File: src/rtl/pg_pkg.sv
`timescale 1ns/1ps
package pg_pkg;
    typedef logic [1:0] pmode_t;

    localparam pmode_t MODE_SET0 = 2'd0;
    localparam pmode_t MODE_SET1 = 2'd1;
    localparam pmode_t MODE_ALT  = 2'd2;
    localparam pmode_t MODE_BAD  = 2'd3;

    typedef struct packed {
        logic reject;
        logic commit;
        logic do_switch;
    } pg_decision_t;

    // target of the next switch: leave set 1 for set 0, anything else goes to set 1
    function automatic pmode_t next_mode(pmode_t m);
        return (m == MODE_SET1) ? MODE_SET0 : MODE_SET1;
    endfunction

    function automatic logic shows_set1(pmode_t m);
        return m == MODE_SET1;
    endfunction
endpackage

File: src/rtl/pg_unit_count.sv
`timescale 1ns/1ps
module pg_unit_count #(
    parameter int CNT_W = 4
) (
    input  logic             clk,
    input  logic             rst,
    input  logic             ld,
    input  logic [CNT_W-1:0] ld_val,
    output logic [CNT_W-1:0] cnt
);
    always_ff @(posedge clk) begin
        if (rst)
            cnt <= '0;
        else if (ld)
            cnt <= ld_val;
    end
endmodule

File: src/rtl/pg_settle_timer.sv
`timescale 1ns/1ps
module pg_settle_timer #(
    parameter int SETTLE_CYCLES = 16
) (
    input  logic clk,
    input  logic rst,
    input  logic start,
    output logic busy
);
    localparam int TW = $clog2(SETTLE_CYCLES + 1);

    logic [TW-1:0] remain;

    always_ff @(posedge clk) begin
        if (rst)
            remain <= '0;
        else if (start)
            remain <= TW'(SETTLE_CYCLES);
        else if (remain != '0)
            remain <= remain - TW'(1);
    end

    assign busy = (remain != '0);
endmodule

File: src/rtl/pg_gate_ctrl.sv
`timescale 1ns/1ps
module pg_gate_ctrl
    import pg_pkg::*;
#(
    parameter int     NUM_UNITS     = 20,
    parameter int     IDX_W         = 5,
    parameter int     CNT_W         = 4,
    parameter int     CLK_W         = 32,
    parameter int     SETTLE_CYCLES = 3200000,
    parameter pmode_t INIT_MODE     = MODE_SET0
) (
    input  logic                 clk,
    input  logic                 rst,
    input  logic                 req_valid,
    output logic                 req_ready,
    input  logic [IDX_W-1:0]     req_unit,
    input  logic                 req_on,
    input  logic [CLK_W-1:0]     req_clock,
    output logic [NUM_UNITS-1:0] gate_vec,
    output logic [CLK_W-1:0]     clock_word,
    output logic [1:0]           mode,
    output logic                 busy,
    output logic                 err
);
    logic [CNT_W-1:0]     cnt_arr [NUM_UNITS];
    logic [NUM_UNITS-1:0] set0_gate, set1_gate;
    logic [CLK_W-1:0]     set0_clk, set1_clk;
    pmode_t               mode_q;
    logic                 err_q;

    logic [NUM_UNITS-1:0] cur_gate, sel_vec;
    logic [CLK_W-1:0]     cur_clk;
    logic [CNT_W-1:0]     cur_cnt, nxt_cnt;
    logic                 cur_bit, idx_ok, flip, take;
    pg_decision_t         dec;

    // per-unit use counters
    for (genvar g = 0; g < NUM_UNITS; g++) begin : g_cnt
        pg_unit_count #(.CNT_W(CNT_W)) u_cnt (
            .clk    (clk),
            .rst    (rst),
            .ld     (dec.commit && sel_vec[g]),
            .ld_val (nxt_cnt),
            .cnt    (cnt_arr[g])
        );
    end

    pg_settle_timer #(.SETTLE_CYCLES(SETTLE_CYCLES)) u_settle (
        .clk   (clk),
        .rst   (rst),
        .start (dec.do_switch),
        .busy  (busy)
    );

    assign cur_gate = shows_set1(mode_q) ? set1_gate : set0_gate;
    assign cur_clk  = shows_set1(mode_q) ? set1_clk  : set0_clk;

    // unit select and lookup
    always_comb begin
        cur_cnt = '0;
        cur_bit = 1'b0;
        idx_ok  = 1'b0;
        sel_vec = '0;
        for (int i = 0; i < NUM_UNITS; i++) begin
            if (req_unit == IDX_W'(i)) begin
                cur_cnt    = cnt_arr[i];
                cur_bit    = cur_gate[i];
                idx_ok     = 1'b1;
                sel_vec[i] = 1'b1;
            end
        end
    end

    // request decision
    always_comb begin
        take    = req_valid && req_ready;
        nxt_cnt = req_on ? cur_cnt + CNT_W'(1) : cur_cnt - CNT_W'(1);
        flip    = ((nxt_cnt != '0) != cur_bit);
        dec.reject    = !idx_ok
                     || (req_on  && (cur_cnt == '1))
                     || (!req_on && (cur_cnt == '0))
                     || (flip && (mode_q == MODE_BAD));
        dec.commit    = take && !dec.reject;
        dec.do_switch = dec.commit && flip;
    end

    // shadow sets and mode
    always_ff @(posedge clk) begin
        if (rst) begin
            set0_gate <= '0;
            set1_gate <= '0;
            set0_clk  <= '0;
            set1_clk  <= '0;
            mode_q    <= INIT_MODE;
            err_q     <= 1'b0;
        end else begin
            err_q <= take && dec.reject;
            if (dec.do_switch) begin
                if (mode_q == MODE_SET1) begin
                    set0_gate <= cur_gate ^ sel_vec;
                    set0_clk  <= req_clock;
                end else begin
                    set1_gate <= cur_gate ^ sel_vec;
                    set1_clk  <= req_clock;
                end
                mode_q <= next_mode(mode_q);
            end
        end
    end

    assign req_ready  = !busy;
    assign gate_vec   = cur_gate;
    assign clock_word = cur_clk;
    assign mode       = mode_q;
    assign err        = err_q;
endmodule

File: config.mk
export PLATFORM = sky130hd
export DESIGN_NAME = pg_gate_ctrl
export DESIGN_NICKNAME = d
export VERILOG_FILES = /design/src/rtl/pg_pkg.sv /design/src/rtl/pg_unit_count.sv /design/src/rtl/pg_settle_timer.sv /design/src/rtl/pg_gate_ctrl.sv
export SDC_FILE = /design/constraint.sdc
export NUM_CORES = 1
export LEC_CHECK = 0
export CAP_MARGIN = 5
export CORE_MARGIN = 5
export CORE_UTILIZATION = 40
export CTS_BUF_LIST = sky130_fd_sc_hd__clkbuf_8 sky130_fd_sc_hd__clkbuf_16
export CTS_CLUSTER_DIAMETER = 50
export DETAILED_ROUTE_END_ITERATION = 6
export PLACE_DENSITY = 0.57
export REMOVE_ABC_BUFFERS = 1
export SKIP_CTS_REPAIR_TIMING = 1
export SLEW_MARGIN = 5
export SYNTH_ARGS = -nofsm -noshare
export SYNTH_HDL_FRONTEND = slang
export SYNTH_HIERARCHICAL = 1
export SYNTH_SLANG_ARGS = --single-unit
File: constraint.sdc
create_clock -name clk -period 8.3 [get_ports clk]
set_input_delay 1.245 -clock clk [delete_from_list [all_inputs] [get_ports clk]]
set_output_delay 1.245 -clock clk [all_outputs]
set_load 0.05 [all_outputs]
==> impl_metrics.json <==
{
  "final-setup-viol-count": 0,
  "ios": 98,
  "max_freq_mhz": 151.0,
  "critPathArrivalTime_ns": 7.09,
  "synth_largest_area_cell": "dfxtp_1",
  "final_max_slew_viol_count": 0,
  "power.clock.fraction": 0.381,
  "synth-async-reset-ratio": 0,
  "r2r_end": "u_settle/remain[19]",
  "die_h_um": 177.1,
  "worst_clock_skew_ns": 0.01033,
  "seq_power_share": 0.377,
  "cts_inserted_buffers": 26,
  "hold_slack_ns": 0.4694,
  "vias_per_cell": 5.271,
  "post_synth_main_area_contributors": "dfxtp_1, mux2i_1, nand2b_1",
  "ys_seq_area_frac": 0.3730,
  "p_leak_uw": 0.004899,
  "htree_levels": 1,
  "setup_crit_start_kind": "primary input",
  "grt_first_pass_wirelength_um": 48110,
  "place.port_buffers": 96,
  "cts_tree": "done",
  "route.vias.total": 8740,
  "synthesis.yosys.warnings": 6,
  "design.die.area_mm2": 0.03135,
  "critical_path.cell_chain": "clkdlybuf4s50_1 -> buf_4 -> nor2_1 -> nand2_1 -> nor2_1 -> a22o_1 -> a31o_1 -> ha_1 -> nand2_1 -> a2bb2oi_1 -> nor2_1 -> or4_1 -> and4_4 -> nor4_1 -> nor3_1 -> or2_2 -> or4_1 -> nand2_1",
  "min_delay_path_depth": 2,
  "first_pass_iters": 6,
  "r2r_start": "g_cnt[10].u_cnt/cnt[1]",
  "finalCriticalPeriod_ns": 6.624,
  "path_clk_slew_ns": 0.06,
  "worst_ep_required_time_ns": 8.76,
  "synth_most_common_cell": "dfxtp_1",
  "postSynth.topFlopCell": "dfxtp_1",
  "post_synth_num_cell_types": 89,
  "start_util": 0.4029,
  "p_total_uw": 2981,
  "net-switching-power_uw": 942.3,
  "layout-drive-gt1-share": 0.1109,
  "r2r_setup_slack_ns": 3.45,
  "cp_slowest_stage_delay_ns": 0.73,
  "netSwitchingFraction": 0.3161,
  "power-per-cell-area_mw_per_mm2": 226.1,
  "peakVddDrop_mv": 0.1670,
  "globalplace.congestion": 0.9388,
  "hold_end": "set0_gate[8]",
  "timing.critical_path.to_type": "register",
  "min-delay-start": "set0_gate[8]",
  "tritoncts_sinks": 208,
  "timing.setup.critical_path_class": "primary input to register",
  "timing_hold_violations_final": 0,
  "die_x_um": 177.1,
  "root_buffer": "clkbuf_16",
  "run_status": "completed",
  "core_mm2": 0.02771,
  "part_of_the_total_power_dissipated_in_combinational_logic": 0.242,
  "synth.top_cell.area_share": 0.3730,
  "row_count": 61,
  "clock_insertion_delay_worst_skew_ns": 0.52,
  "grt_start_max_net_pins": 157,
  "timing.hold.worst.class": "register to register",
  "rsz0062_at_grt": "false",
  "synth_area_mm2": 0.01116,
  "area_overhead_of_the_layout_relative_to_synthesis_pct": 18.12,
  "drtIter0Drc": 638,
  "synthTopCellsByCount": "dfxtp_1, mux2i_1, nand2b_1, nor2_1, mux2_2",
  "final.fill_count": 2681,
  "grt_use_total": 0.1875,
  "final_routed_drc_violation_total": 0,
  "drtAntennaViolNets": 0,
  "antenna-diode-count": 0,
  "overflow": 0,
  "layout_worst_path_cycle_share": 0.7981,
  "synthesis.instances": 1210,
  "worst-path-max-fanout": 16,
  "design.final.nets": 1308,
  "mean_post_synth_cell_area_um2": 9.226,
  "synth_enable_flop_cells": 0,
  "cp_slowest_cell": "clkdlybuf4s50_1",
  "worst_r2r_path_depth": 17,
  "internal_power_uw": 2039,
  "via_count_of_the_first_global_routing_pass": 8581,
  "drv.max_cap_violation_count": 0,
  "max_buffers_root_to_sink": 3,
  "fin_tns_setup_ns": 0,
  "wirelength_um": 30060,
  "ys_ff_latch": 208,
  "dpl.hpwl_um": 20300,
  "worst_slew_pin_slew_ns": 1.146,
  "detail_route.wl_per_cell_um": 18.13,
  "initial_antenna_violation_count": 0,
  "worst_slew_margin_rel": 0.2304
}
## sequential cells by signal, indices dropped and copies added, names as in the netlist
| register | cells |
|---|---|
| set0_clk | 32 |
| g_cnt.u_cnt/cnt | 80 |
| err | 1 |
| set0_gate | 20 |
| set1_gate | 20 |
| set1_clk | 32 |
| mode | 1 |
| u_settle/remain | 22 |
## worst max-delay path by stage
stage,startpoint,endpoint,depth (start not counted)
global route,req_unit[2],u_settle/remain[19],18
global placement,req_unit[2],u_settle/remain[19],17
finish,req_unit[2],u_settle/remain[19],18
CTS,req_unit[2],u_settle/remain[19],18
floorplan,req_unit[0],set0_clk[0],11
detailed placement,req_unit[2],u_settle/remain[19],18
## logic make-up after synthesis
family,after synthesis,synth area share
flip-flops,208,0.3730
buffers and inverters,124,0.05257
multiplexers,245,0.2255
adder cells (fa/ha/maj),7,0.008518
AND/OR/NAND/NOR,451,0.2265
XOR/XNOR,24,0.01883
other,1,0.0003359
AO/OA/AOI/OAI,150,0.09471
## cells in the final DEF (no fill, tap or decap), drive strengths merged, types with 7 or more instances in the layout
cell type	netlist	routed
nand3	12	12
inv	32	38
o31ai	8	8
o21ai	17	17
clkdlybuf4s50	0	93
nand2	35	35
nor3b	7	7
a211oi	8	8
or4	9	9
nor4	13	13
dfxtp	208	208
buf	34	21
nor2b	14	14
o22ai	9	9
or3	10	10
xnor2	22	22
mux2i	202	202
a31oi	10	10
a21oi	36	36
nand2b	161	161
nor2	132	132
clkbuf	58	34
nor3	22	22
mux2	42	42
## worst max-delay path: cells and delay by family
family / cells / cell delay, ns
buffers and inverters: 2 / 1.09
and+or+nand+nor: 12 / 3.87
adders and majority gates: 1 / 0.32
AOI/OAI and AO/OA: 3 / 0.53
## layer usage
metal | part of all wire | GRT usage | routed length [um]
met1 | 0.49 | 0.2696 | 14690
met2 | 0.43 | 0.2921 | 12870
met3 | 0.057 | 0.02734 | 1700
met4 | 0.027 | 0.05545 | 801
met5 | 0 | 0 | 0
## power groups by stage
stage | Combinational (uW) | Clock [uW] | Sequential [uW]
detailed placement | 716 | 0 | 1140
floorplan | 517 | 0 | 1130
CTS | 719 | 1170 | 1120
finish | 721 | 1140 | 1120
global route | 789 | 1210 | 1130
global placement | 715 | 0 | 1140
## layout make-up
type,count,area (um^2),area share
inverter,32,120.1,0.009109
timing repair buffer,114,1100,0.08340
clock inverter,14,118.9,0.009014
clock buffer,34,772.0,0.05854
tap,378,473.0,0.03587
multi-input combinational,878,6437,0.4882
sequential,208,4165,0.3159
## per-stage QoR
stage,instance area [um^2],utilization,worst slack (ns),std cells
floorplan,10700,-,-3.615,1118
global placement,12300,0.4438,1.373,1610
detailed placement,12300,0.4438,1.252,1610
CTS,13190,0.4760,1.782,1658
global route,13190,0.4760,1.283,1658
finish,13190,0.4760,1.676,1658
No activity file was read; power rests on OpenSTA's default activity.
